**src/rtl/tifr_pkg.sv**
```systemverilog
package tifr_pkg;
    localparam int NFLAGS = 4;
    localparam int REG_W  = 8;
    localparam int MODE_W = 4;
    localparam int NCMP   = 2;

    localparam int FI_OVF  = 0;
    localparam int FI_CMPA = 1;
    localparam int FI_CMPB = 2;
    localparam int FI_CAP  = 3;

    typedef enum logic {
        FLG_IDLE = 1'b0,
        FLG_PEND = 1'b1
    } flag_state_e;

    function automatic int flag_bit(input int idx);
        case (idx)
            FI_OVF:  return 0;
            FI_CMPA: return 1;
            FI_CMPB: return 2;
            default: return 5;
        endcase
    endfunction

    function automatic logic mode_top_is_capture(input logic [MODE_W-1:0] m);
        return (m == 4'd8) || (m == 4'd10) || (m == 4'd12) || (m == 4'd14);
    endfunction

    function automatic logic mode_plain_overflow(input logic [MODE_W-1:0] m);
        return (m == 4'd0) || (m == 4'd4) || (m == 4'd12);
    endfunction
endpackage

```
**src/rtl/tifr_flag_cell.sv**
```systemverilog
module tifr_flag_cell
    import tifr_pkg::*;
(
    input  logic clk,
    input  logic rst_n,
    input  logic set_i,
    input  logic clr_i,
    output logic flag_o
);
    flag_state_e state_q, state_d;

    always_ff @(posedge clk or negedge rst_n) begin
        if (!rst_n) state_q <= FLG_IDLE;
        else        state_q <= state_d;
    end

    always_comb begin
        state_d = state_q;
        unique case (state_q)
            FLG_IDLE: if (set_i) state_d = FLG_PEND;
            FLG_PEND: if (clr_i && !set_i) state_d = FLG_IDLE;
            default:  state_d = FLG_IDLE;
        endcase
    end

    always_comb begin
        flag_o = (state_q == FLG_PEND);
    end

    p_set_wins_r9: assert property (@(posedge clk) disable iff (!rst_n)
        set_i |=> flag_o);
    p_clear_r7: assert property (@(posedge clk) disable iff (!rst_n)
        (clr_i && !set_i) |=> !flag_o);
    p_hold_r7: assert property (@(posedge clk) disable iff (!rst_n)
        (!clr_i && !set_i) |=> $stable(flag_o));
endmodule

```
**src/rtl/tifr_event_route.sv**
```systemverilog
module tifr_event_route
    import tifr_pkg::*;
(
    input  logic              clk,
    input  logic              rst_n,
    input  logic [MODE_W-1:0] mode_i,
    input  logic              cap_pin_i,
    input  logic              at_top_i,
    input  logic [NCMP-1:0]   match_i,
    input  logic [NCMP-1:0]   force_i,
    input  logic              ovf_plain_i,
    input  logic              ovf_alt_i,
    output logic [NFLAGS-1:0] set_o
);
    logic [NCMP-1:0] cmp_dly_q;

    generate
        for (genvar c = 0; c < NCMP; c++) begin : g_cmp
            always_ff @(posedge clk or negedge rst_n) begin
                if (!rst_n) cmp_dly_q[c] <= 1'b0;
                else        cmp_dly_q[c] <= match_i[c] && !force_i[c];
            end
        end
    endgenerate

    always_comb begin
        set_o          = '0;
        set_o[FI_CMPA] = cmp_dly_q[0];
        set_o[FI_CMPB] = cmp_dly_q[1];
        set_o[FI_CAP]  = mode_top_is_capture(mode_i) ? at_top_i : cap_pin_i;
        set_o[FI_OVF]  = mode_plain_overflow(mode_i) ? ovf_plain_i : ovf_alt_i;
    end

    p_force_mask_r5: assert property (@(posedge clk) disable iff (!rst_n)
        (match_i[0] && force_i[0]) |=> !set_o[FI_CMPA]);
endmodule

```
**src/rtl/tifr_reg_map.sv**
```systemverilog
module tifr_reg_map
    import tifr_pkg::*;
(
    input  logic [NFLAGS-1:0] flags_i,
    input  logic              wr_en_i,
    input  logic [REG_W-1:0]  wr_data_i,
    output logic [REG_W-1:0]  rd_o,
    output logic [NFLAGS-1:0] wr_clr_o
);
    generate
        for (genvar i = 0; i < NFLAGS; i++) begin : g_map
            localparam int BP = flag_bit(i);
            assign wr_clr_o[i] = wr_en_i && wr_data_i[BP];
        end
    endgenerate

    always_comb begin
        rd_o = '0;
        for (int i = 0; i < NFLAGS; i++) rd_o[flag_bit(i)] = flags_i[i];
    end
endmodule

```
**src/rtl/timer_irq_flags.sv**
```systemverilog
module timer_irq_flags
    import tifr_pkg::*;
(
    input  logic              clk,
    input  logic              rst_n,
    input  logic [MODE_W-1:0] wave_mode,
    input  logic              cap_pin_evt,
    input  logic              cnt_at_top,
    input  logic [NCMP-1:0]   cmp_match,
    input  logic [NCMP-1:0]   cmp_force,
    input  logic              ovf_plain_stb,
    input  logic              ovf_alt_stb,
    input  logic              wr_en,
    input  logic [REG_W-1:0]  wr_data,
    input  logic [NFLAGS-1:0] vec_ack,
    input  logic [NFLAGS-1:0] irq_en,
    output logic [REG_W-1:0]  rd_data,
    output logic [NFLAGS-1:0] irq
);
    logic [NFLAGS-1:0] set_evt;
    logic [NFLAGS-1:0] wr_clr;
    logic [NFLAGS-1:0] flags;

    tifr_event_route u_route (
        .clk         (clk),
        .rst_n       (rst_n),
        .mode_i      (wave_mode),
        .cap_pin_i   (cap_pin_evt),
        .at_top_i    (cnt_at_top),
        .match_i     (cmp_match),
        .force_i     (cmp_force),
        .ovf_plain_i (ovf_plain_stb),
        .ovf_alt_i   (ovf_alt_stb),
        .set_o       (set_evt)
    );

    generate
        for (genvar i = 0; i < NFLAGS; i++) begin : g_flag
            tifr_flag_cell u_cell (
                .clk    (clk),
                .rst_n  (rst_n),
                .set_i  (set_evt[i]),
                .clr_i  (wr_clr[i] || vec_ack[i]),
                .flag_o (flags[i])
            );
        end
    endgenerate

    tifr_reg_map u_map (
        .flags_i   (flags),
        .wr_en_i   (wr_en),
        .wr_data_i (wr_data),
        .rd_o      (rd_data),
        .wr_clr_o  (wr_clr)
    );

    assign irq = flags & irq_en;

    p_cmp_delay_r4: assert property (@(posedge clk) disable iff (!rst_n)
        (cmp_match[0] && !cmp_force[0]) |=> ##1 rd_data[1]);
    p_cap_top_r3: assert property (@(posedge clk) disable iff (!rst_n)
        (mode_top_is_capture(wave_mode) && cnt_at_top) |=> rd_data[5]);
    p_ovf_plain_r6: assert property (@(posedge clk) disable iff (!rst_n)
        (mode_plain_overflow(wave_mode) && ovf_plain_stb) |=> rd_data[0]);
    p_ack_r8: assert property (@(posedge clk) disable iff (!rst_n)
        (vec_ack[FI_OVF] && !set_evt[FI_OVF]) |=> !rd_data[0]);
endmodule

```
**config.mk**
```make
export PLATFORM = sky130hd
export DESIGN_NAME = timer_irq_flags
export DESIGN_NICKNAME = d
export VERILOG_FILES = /design/src/rtl/tifr_pkg.sv /design/src/rtl/tifr_flag_cell.sv /design/src/rtl/tifr_event_route.sv /design/src/rtl/tifr_reg_map.sv /design/src/rtl/timer_irq_flags.sv
export SDC_FILE = /design/constraint.sdc
export NUM_CORES = 1
export LEC_CHECK = 0
export BUFFER_PORTS_ARGS = -buffer_cell sky130_fd_sc_hd__buf_4
export CAP_MARGIN = 20
export CORE_AREA = 2 2 39 41
export CTS_CLUSTER_DIAMETER = 80
export CTS_CLUSTER_SIZE = 30
export DETAILED_ROUTE_END_ITERATION = 10
export DIE_AREA = 0 0 41 43
export PLACE_DENSITY = 0.76
export SLEW_MARGIN = 5
export SYNTH_ARGS = -nofsm -noshare
export SYNTH_HDL_FRONTEND = slang
export SYNTH_HIERARCHICAL = 1
export SYNTH_SLANG_ARGS = --single-unit
export TNS_END_PERCENT = 10
```
**constraint.sdc**
```tcl
create_clock -name clk -period 2.25 [get_ports clk]
set_clock_uncertainty 0.15 [all_clocks]
set_input_delay 0.45 -clock clk [delete_from_list [all_inputs] [get_ports clk]]
set_output_delay 0.45 -clock clk [all_outputs]
set_load 0.1 [all_outputs]
```
==> metrics.yaml <==
die:
  die_x_um: 41
  start_util: 0.283
  core_um2: 1380
  die_area_um2: 1760
  io_pins: 43
  rows: 14
  die_y_um: 43
clocking:
  clkLatencyLatePin_ps: 240
  clock-sinks: 6
  numCtsBuffers: 3
  ctsResizeCount: 0
  cts_tree: "built"
  htree_levels: 1
  clk_pin_slew_ps: 40
  cts-root-buf: "clkbuf_4"
  cts_max_path_buffers: 2
synthesis:
  syn_area_per_cell_um2: 9.32
  yosysSeqAreaShare: 0.383
  yosysWarnings: 6
  ys_seq_elements: 6
  ys_types: 11
  syn_area_um2: 392
  netlist_instances: 42
drt:
  firstDrtPassIters: 3
  via_count: 364
  routed_wl_um: 744
  drt_iter0_drc: 5
  antenna_left: 0
  wl_per_cell_um: 8.18
  drc: 0
  via_per_inst: 4.00
power:
  p_sw_uw: 176
  p_sw_frac: 0.427
  p_seq_frac: 0.296
  ir_drop_uv: 292
  power_density_nw_per_um2: 633
  p_int_uw: 236
  leakage_nw: 0.376
  p_comb_frac: 0.471
  p_clk_frac: 0.233
grt:
  grt_pass1_wl_um: 1180
  grt_util_all_layers: 0.100
  grt_pass1_vias: 326
  grt-ovfl-total: 0
  grt_max_degree: 7
  grt_antenna_before_repair: 0
critical_path:
  arrival_ps: 1010
  max_stage_delay_ps: 360
  cp.required_ps: 1650
  setup.worst_path.class: "reg -> out"
  end_kind: "primary output"
  critPathLaunchType: "register"
  cp_top_family: "flip-flops"
  cp_slowest_cell: "dfrtp_1"
  cp_cell_sequence: "and2_1, buf_4"
  cp_max_fo: 3
  crit_buf_inv: 1
placement:
  portBuffers: 34
  finalWeightedCongestion: 0.657
timing:
  period_needed_ps: 1610
  hold_viol_final: 0
  fin_tns_setup_ps: 0
  rsz0062_at_grt: "false"
  setup_viol: 0
  whs_ps: 204
  min_period_over_period: 0.717
  drv_slew: 0
  fmax_mhz: 620
layout:
  fillCellCount: 136
  diodes: 0
  final_cell_mix: "buf_4 (34), and2_1 (8), dfrtp_1 (6)"
  drive_above_1_share: 0.533
  final_common_cell: "buf_4"
  area_growth_syn_to_layout_pct: 66.1
  fin_nets: 108
run_status:
  outcome: "complete, no violations"
flow_run:
  max_cap_viol_count: 0
worst_hold_path:
  hold_path_class: "in -> reg"
-- metrics by stage --
stage	util	area, um2	power, mW	cells	setup slack (ps)
2_1_floorplan	-	403	0.275	45	466
4_1_cts	0.470	651	0.419	91	616
6_report	0.470	651	0.412	91	638
3_3_place_gp	0.447	618	0.316	87	716
5_1_grt	0.470	651	0.431	91	570
3_5_place_dp	0.447	618	0.318	87	709
-- state kept, by name, indices dropped and copies added, names as in the netlist --
name and cells:
g_flag.u_cell/flag_o 4, u_route/set_o 2
-- synth_stat cells --
| cell | n | share of area |
|---|---|---|
| nor2b_1 | 2 | 0.032 |
| a21o_1 | 4 | 0.077 |
| nand2b_1 | 1 | 0.016 |
| and2_1 | 8 | 0.13 |
| dfrtp_1 | 6 | 0.38 |
| inv_1 | 5 | 0.048 |
| buf_4 | 8 | 0.15 |
| conb_1 | 1 | 0.0096 |
| or2_1 | 4 | 0.064 |
| a211oi_2 | 1 | 0.032 |
| mux2_2 | 2 | 0.058 |
-- path summary, 6_finish.rpt --
path                                            to  depth (start not counted)  slack, ps               startpoint
max                                         irq[0]                          2        640  g_flag[0].u_cell/flag_o
min                               u_route/set_o[1]                          2        200             cmp_force[0]
max reg2reg                g_flag[0].u_cell/flag_o                          1       1420  g_flag[0].u_cell/flag_o
min reg2reg                g_flag[1].u_cell/flag_o                          1        270         u_route/set_o[1]
max in group asynchronous         u_route/set_o[2]                          2       1430                    rst_n
min in group asynchronous  g_flag[3].u_cell/flag_o                          2        410                    rst_n
-- power groups by stage --
stage | Sequential (mW) | Clock, mW | Combinational, mW
floorplan | 0.122 | 0 | 0.153
global placement | 0.123 | 0 | 0.192
detailed placement | 0.124 | 0 | 0.194
CTS | 0.122 | 0.101 | 0.195
global route | 0.124 | 0.104 | 0.204
finish | 0.122 | 0.0959 | 0.194
-- what timing repair did --
item	4_1_cts	5_1_grt
setup buffers	0	0
hold buffers	1	0
hold endpoints to repair	6	0
-- cell families after synthesis --
family / count (synthesis) / share of synthesized area
AOI/OAI and AO/OA: 5 / 0.109
buffers and inverters: 13 / 0.201
DFF: 6 / 0.383
muxes: 2 / 0.0575
other: 1 / 0.00958
and+or+nand+nor: 15 / 0.240
-- layer usage --
| layer | track usage | wire [um] | part of all wire | up-vias |
|---|---|---|---|---|
| met4 | 0.0400 | 0 | 0 | 0 |
| met5 | 0 | 0 | 0 | - |
| met1 | 0.103 | 255 | 0.34 | 157 |
| li1 | - | - | - | 183 |
| met2 | 0.166 | 376 | 0.51 | 24 |
| met3 | 0.0471 | 112 | 0.15 | 0 |
-- cell type report --
type	instances	area (um2)	share of cell area
clock buffer	3	22.5	0.0346
inverter	5	18.8	0.0288
tap	16	20.0	0.0308
multi-input combinational	26	174	0.267
timing repair buffer	35	265	0.408
sequential	6	150	0.231
No activity file was read; power rests on OpenSTA's default activity.
